==> config.mk <==
export PLATFORM = sky130hd
export DESIGN_NAME = act_nz_broadcaster
export DESIGN_NICKNAME = d
export VERILOG_FILES = /design/src/rtl/nzd_pkg.sv /design/src/rtl/nzd_slice.sv /design/src/rtl/nzd_merge.sv /design/src/rtl/nzd_tree.sv /design/src/rtl/act_nz_broadcaster.sv
export SDC_FILE = /design/constraint.sdc
export NUM_CORES = 1
export LEC_CHECK = 0
export ABC_AREA = 1
export BUFFER_PORTS_ARGS = -buffer_cell sky130_fd_sc_hd__buf_2
export CAP_MARGIN = 20
export CORE_ASPECT_RATIO = 0.7
export CORE_MARGIN = 2
export CORE_UTILIZATION = 51
export CTS_CLUSTER_SIZE = 24
export DETAILED_ROUTE_END_ITERATION = 12
export GPL_TIMING_DRIVEN = 0
export PLACE_DENSITY_LB_ADDON = 0.08
export SYNTH_ARGS = -nofsm -noshare
export SYNTH_HDL_FRONTEND = slang
export SYNTH_SLANG_ARGS = --single-unit
==> constraint.sdc <==
create_clock -name clk -period 4.55 [get_ports clk]
set_clock_uncertainty 0.2 [all_clocks]
set_input_delay 0.455 -clock clk [delete_from_list [all_inputs] [get_ports clk]]
set_output_delay 0.455 -clock clk [all_outputs]
set_load 0.01 [all_outputs]
==> src/rtl/nzd_pkg.sv <==
package nzd_pkg;
    localparam int NZD_DEF_SLICES    = 4;
    localparam int NZD_DEF_SLICE_LEN = 4;
    localparam int NZD_DEF_DATA_W    = 8;

    function automatic int nzd_bits(input int n);
        return (n <= 2) ? 1 : $clog2(n);
    endfunction
endpackage

==> src/rtl/nzd_slice.sv <==
module nzd_slice #(
    parameter int SLICE_LEN = 4,
    parameter int DATA_W    = 8,
    parameter int IDX_W     = 4,
    parameter int SLICE_ID  = 0
) (
    input  logic                        clk,
    input  logic                        rst_n,
    input  logic                        load_en,
    input  logic [SLICE_LEN*DATA_W-1:0] load_slice,
    input  logic                        clr_en,
    input  logic [nzd_pkg::nzd_bits(SLICE_LEN)-1:0] clr_loc,
    output logic                        cand_vld,
    output logic [IDX_W-1:0]            cand_idx,
    output logic [DATA_W-1:0]           cand_val
);
    localparam int LOC_W = nzd_pkg::nzd_bits(SLICE_LEN);
    localparam logic [IDX_W-1:0] BASE_IDX = IDX_W'(SLICE_ID * SLICE_LEN);

    typedef struct packed {
        logic [SLICE_LEN-1:0]             vld;
        logic [SLICE_LEN-1:0][DATA_W-1:0] val;
    } slc_st_t;

    slc_st_t st_d, st_q;
    logic [LOC_W-1:0] loc;

    always_comb begin
        st_d = st_q;
        if (load_en) begin
            for (int i = 0; i < SLICE_LEN; i++) begin
                st_d.val[i] = load_slice[i*DATA_W +: DATA_W];
                st_d.vld[i] = |load_slice[i*DATA_W +: DATA_W];
            end
        end else if (clr_en) begin
            st_d.vld[clr_loc] = 1'b0;
        end
    end

    always_ff @(posedge clk) begin
        if (!rst_n) st_q <= '0;
        else        st_q <= st_d;
    end

    always_comb begin
        loc = '0;
        for (int i = SLICE_LEN - 1; i >= 0; i--) begin
            if (st_q.vld[i]) loc = i[LOC_W-1:0];
        end
        cand_vld = |st_q.vld;
        cand_val = st_q.val[loc];
        cand_idx = BASE_IDX + IDX_W'(loc);
    end
endmodule

==> src/rtl/nzd_merge.sv <==
module nzd_merge #(
    parameter int IDX_W  = 4,
    parameter int DATA_W = 8
) (
    input  logic              lo_vld,
    input  logic [IDX_W-1:0]  lo_idx,
    input  logic [DATA_W-1:0] lo_val,
    input  logic              hi_vld,
    input  logic [IDX_W-1:0]  hi_idx,
    input  logic [DATA_W-1:0] hi_val,
    output logic              out_vld,
    output logic [IDX_W-1:0]  out_idx,
    output logic [DATA_W-1:0] out_val
);
    logic take_hi;

    always_comb begin
        take_hi = hi_vld && (!lo_vld || (hi_idx < lo_idx));
        out_vld = lo_vld | hi_vld;
        out_idx = take_hi ? hi_idx : lo_idx;
        out_val = take_hi ? hi_val : lo_val;
    end
endmodule

==> src/rtl/nzd_tree.sv <==
module nzd_tree #(
    parameter int N_LEAF = 4,
    parameter int IDX_W  = 4,
    parameter int DATA_W = 8
) (
    input  logic [N_LEAF-1:0]             leaf_vld,
    input  logic [N_LEAF-1:0][IDX_W-1:0]  leaf_idx,
    input  logic [N_LEAF-1:0][DATA_W-1:0] leaf_val,
    output logic                          root_vld,
    output logic [IDX_W-1:0]              root_idx,
    output logic [DATA_W-1:0]             root_val
);
    localparam int NODES = 2 * N_LEAF - 1;

    logic [NODES-1:0]             nd_vld;
    logic [NODES-1:0][IDX_W-1:0]  nd_idx;
    logic [NODES-1:0][DATA_W-1:0] nd_val;

    for (genvar s = 0; s < N_LEAF; s++) begin : g_leaf
        assign nd_vld[N_LEAF-1+s] = leaf_vld[s];
        assign nd_idx[N_LEAF-1+s] = leaf_idx[s];
        assign nd_val[N_LEAF-1+s] = leaf_val[s];
    end

    for (genvar k = 0; k < N_LEAF - 1; k++) begin : g_node
        nzd_merge #(.IDX_W(IDX_W), .DATA_W(DATA_W)) i_merge (
            .lo_vld (nd_vld[2*k+1]),
            .lo_idx (nd_idx[2*k+1]),
            .lo_val (nd_val[2*k+1]),
            .hi_vld (nd_vld[2*k+2]),
            .hi_idx (nd_idx[2*k+2]),
            .hi_val (nd_val[2*k+2]),
            .out_vld(nd_vld[k]),
            .out_idx(nd_idx[k]),
            .out_val(nd_val[k])
        );
    end

    assign root_vld = nd_vld[0];
    assign root_idx = nd_idx[0];
    assign root_val = nd_val[0];
endmodule

==> src/rtl/act_nz_broadcaster.sv <==
module act_nz_broadcaster #(
    parameter int N_SLICES  = nzd_pkg::NZD_DEF_SLICES,
    parameter int SLICE_LEN = nzd_pkg::NZD_DEF_SLICE_LEN,
    parameter int DATA_W    = nzd_pkg::NZD_DEF_DATA_W
) (
    input  logic                                  clk,
    input  logic                                  rst_n,
    input  logic                                  load_en,
    input  logic [N_SLICES*SLICE_LEN*DATA_W-1:0]  load_vec,
    output logic                                  bc_valid,
    input  logic                                  bc_ready,
    output logic [DATA_W-1:0]                     bc_data,
    output logic [$clog2(N_SLICES*SLICE_LEN)-1:0] bc_index,
    output logic                                  done
);
    localparam int N_ACT   = N_SLICES * SLICE_LEN;
    localparam int IDX_W   = $clog2(N_ACT);
    localparam int LOC_W   = nzd_pkg::nzd_bits(SLICE_LEN);
    localparam int SEL_W   = IDX_W - LOC_W;
    localparam int SLICE_W = SLICE_LEN * DATA_W;

    logic [N_SLICES-1:0]             c_vld;
    logic [N_SLICES-1:0][IDX_W-1:0]  c_idx;
    logic [N_SLICES-1:0][DATA_W-1:0] c_val;
    logic                            accept;
    logic [SEL_W-1:0]                hit_slice;
    logic [LOC_W-1:0]                hit_loc;

    assign accept    = bc_valid & bc_ready;
    assign hit_slice = bc_index[IDX_W-1:LOC_W];
    assign hit_loc   = bc_index[LOC_W-1:0];

    for (genvar s = 0; s < N_SLICES; s++) begin : g_slice
        logic clr_here;
        assign clr_here = accept && (hit_slice == SEL_W'(s));
        nzd_slice #(
            .SLICE_LEN(SLICE_LEN), .DATA_W(DATA_W), .IDX_W(IDX_W), .SLICE_ID(s)
        ) i_slice (
            .clk       (clk),
            .rst_n     (rst_n),
            .load_en   (load_en),
            .load_slice(load_vec[s*SLICE_W +: SLICE_W]),
            .clr_en    (clr_here),
            .clr_loc   (hit_loc),
            .cand_vld  (c_vld[s]),
            .cand_idx  (c_idx[s]),
            .cand_val  (c_val[s])
        );
    end

    nzd_tree #(.N_LEAF(N_SLICES), .IDX_W(IDX_W), .DATA_W(DATA_W)) i_tree (
        .leaf_vld(c_vld),
        .leaf_idx(c_idx),
        .leaf_val(c_val),
        .root_vld(bc_valid),
        .root_idx(bc_index),
        .root_val(bc_data)
    );

    assign done = ~|c_vld;
endmodule

==> metrics.txt <==
Yosys warnings=0; final setup TNS=0 ns; largest net degree at the start of global routing=17; antenna violations before repair=1; VDD IR-drop max=~0.00024 V; FF+latch area=between 0.002 and 0.003 sq mm; Routed WL per cell=16.22 um; worst-margin pin slew=roughly 0.88 ns; Synth Net Count=1127; Pre-antenna DRT Iters=8; area of the core=approximately 0.013 sq mm; Static Leak=a little under 0.004 uW; Longest Clk Path Bufs=2; DRC viols=0; filler instances=1266; PD cells=roughly 400 mW/mm^2; drt via density=approximately 5.5; Ports=146; Syn Area/Cell=slightly below 7 sq um; Distinct cells, synth=28; gpl congestion=approximately 0.94; Setup crit start kind=flip-flop; root buf cell=clkbuf_16; Seq/Total Area, Yosys=between 40% and 50%; P&R area growth vs syn=21.99%; Cell Area, Synth=about 0.0068 sq mm; grt met2 use=roughly 43%; Hold Path Class=input pin to flip-flop; total CTS buffers=17; H-tree levels=4; routing usage on met3=about 8.5%; die height=between 100 and 150 um; cts repair resizes=0; Vias=between 7000 and 8000; Top Usage Layer GRT=met1; Tmin final=about 3 ns; status=completed; worst skew pair latency=between 0.4 and 0.5 ns; largest register by flop count=g_slice.i_slice.st_q; routed wire length=21.71 mm; crit path max fanout=8; GRT Util Overall=between 30% and 40%; Initial Utilization=52.01%; multi-input logic area=between 0.003 and 0.004 sq mm; Die Wd=about 140 um; CTS Hold Bufs=0; Highest Clock Rate=around 320 MHz; final net count=1290; first-pass GRT wire length=33.55 mm; critical path class=flip-flop to output port; Rows=35; Remaining Overflow, GRT=0; synthesized instance count=around 1000; TritonCTS clock tree=built; # setup viols final=0; endpoint class of the critical path=output port; Die ar.=0.01431 sq mm; CP arrival=around 2.4 ns; Final Slew Violations=0; share of cells above drive strength 1=about a fifth; Final ANT Viol Nets=0; required time of the critical path=3.89 ns; DRT iter0 DRCs=760; Synth Register Bits=144; max reg flops=between 100 and 150; vias in the first global route=6434; final cycle utilization of the critical path=67.92%; unrepaired setup endpoints after global routing=false; grt met1 use=45.88%; placed wire-length estimate=~16 mm; # port buffers=between 100 and 150; CTS sink count=about 140; Largest regs=g_slice.i_slice.st_q x144; Slew headroom=41.14%; final hold slack=0.08536 ns; MaxCap Viol Count=0; endpoints failing hold=0; Reg clk slew, reported paths=0.07 ns; Post-CTS Setup Bufs=0
## worst paths after layout
check | cells past startpoint | from | end | slack, ns
max | 10 | g_slice[2].i_slice.st_q[34]$_SDFFE_PN0P_ | bc_data[3] | 1.46
min | 3 | load_vec[109] | g_slice[3].i_slice.st_q[13]$_SDFFE_PN0P_ | 0.09
max reg2reg | 10 | g_slice[2].i_slice.st_q[34]$_SDFFE_PN0P_ | g_slice[3].i_slice.st_q[33]$_SDFFE_PN0P_ | 2.66
min reg2reg | 2 | g_slice[1].i_slice.st_q[35]$_SDFFE_PN0P_ | g_slice[1].i_slice.st_q[35]$_SDFFE_PN0P_ | 0.28
## critical path: stages, from the launching register on
cell and delay [ns]:
dfxtp_1 0.33, nor2_1 0.14, nand2_2 0.12, nor2_1 0.42, o21ai_0 0.21, o22ai_1 0.42, nor2_1 0.08, nand2_1 0.07
nand2_1 0.07, inv_1 0.05, buf_2 0.11
## cell usage after synthesis
cell type | instances | area (sq um)
buf_4 | 3 | 22.52
o41ai_1 | 3 | 26.28
inv_1 | 140 | 525.5
nor4_1 | 3 | 18.77
buf_2 | 19 | 95.09
nor2_4 | 1 | 11.26
o211ai_1 | 2 | 15.01
a31oi_1 | 4 | 25.02
nand2_2 | 7 | 43.79
nand3_2 | 1 | 10.01
buf_6 | 1 | 11.26
nor2_2 | 9 | 56.30
a21oi_1 | 125 | 625.6
nor3_1 | 3 | 15.01
nand4_1 | 27 | 168.9
o22ai_1 | 17 | 106.4
or2_2 | 10 | 62.56
nand3_1 | 11 | 55.05
nand2_1 | 82 | 307.8
nand3b_1 | 1 | 7.510
o21ai_0 | 197 | 986.0
o31ai_1 | 2 | 15.01
clkbuf_1 | 34 | 127.6
inv_2 | 6 | 22.52
o21ai_1 | 15 | 75.07
dfxtp_1 | 144 | 2883
o21bai_1 | 3 | 22.52
nor2_1 | 125 | 469.2
## logic make-up after synthesis
kind of cell | count (synthesis) | share of synthesized area (%)
compound gates | 368 | 27.85
simple gates | 280 | 18.00
buf+inv | 203 | 11.81
flops | 144 | 42.33
## area by class of cell
cell class	count	area share, %
Sequential cell	144	34.70
Multi-Input combinational cell	648	37.59
Buffer	57	3.087
Timing Repair Buffer	144	8.675
Clock buffer	20	5.497
Antenna cell	1	0.03012
Inverter	146	6.596
Clock inverter	12	1.325
Tap cell	166	2.500
## layer usage
| layer | part of all wire (%) | wire length, um | vias to the layer above |
|---|---|---|---|
| met5 | 0 | 0 | - |
| met4 | 1.6 | 343 | 0 |
| met2 | 40 | 8602 | 380 |
| li1 | - | - | 3625 |
| met1 | 48 | 10380 | 3299 |
| met3 | 11 | 2377 | 31 |
## through the flow
step | util (%) | power [uW] | std cells | setup WS [ns] | area [sq um]
2_1_floorplan | - | 1756 | 995 | 2.550 | 6810
3_3_place_gp | 59.10 | 1969 | 1305 | 1.996 | 7739
3_5_place_dp | 59.10 | 1972 | 1305 | 1.987 | 7739
4_1_cts | 63.43 | 3299 | 1337 | 1.548 | 8305
5_1_grt | 63.43 | 3443 | 1337 | 1.306 | 8305
6_report | 63.45 | 3315 | 1338 | 1.460 | 8308
## placed cells by master (no fill, tap or decap)
master / synthesis / final
a21oi_1: 125 / 125
a31oi_1: 4 / 4
buf_2: 19 / 163
buf_4: 3 / 3
buf_6: 1 / 1
bufinv_16: 0 / 1
clkbuf_1: 34 / 35
clkbuf_16: 0 / 17
clkbuf_8: 0 / 2
clkinv_2: 0 / 2
clkinvlp_4: 0 / 7
dfxtp_1: 144 / 144
diode_2: 0 / 1
inv_1: 140 / 140
inv_2: 6 / 6
inv_6: 0 / 2
nand2_1: 82 / 82
nand2_2: 7 / 7
nand3_1: 11 / 11
nand3_2: 1 / 1
nand3b_1: 1 / 1
nand4_1: 27 / 27
nor2_1: 125 / 125
nor2_2: 9 / 9
nor2_4: 1 / 1
nor3_1: 3 / 3
nor4_1: 3 / 3
o211ai_1: 2 / 2
o21ai_0: 197 / 197
o21ai_1: 15 / 15
o21bai_1: 3 / 3
o22ai_1: 17 / 17
o31ai_1: 2 / 2
o41ai_1: 3 / 3
or2_2: 10 / 10
## power by group
part	switching, uW	internal [uW]
registers	51.9	1350
clock network	566	782
logic	367	198
Note: power is estimated with default switching activity, not from simulation.
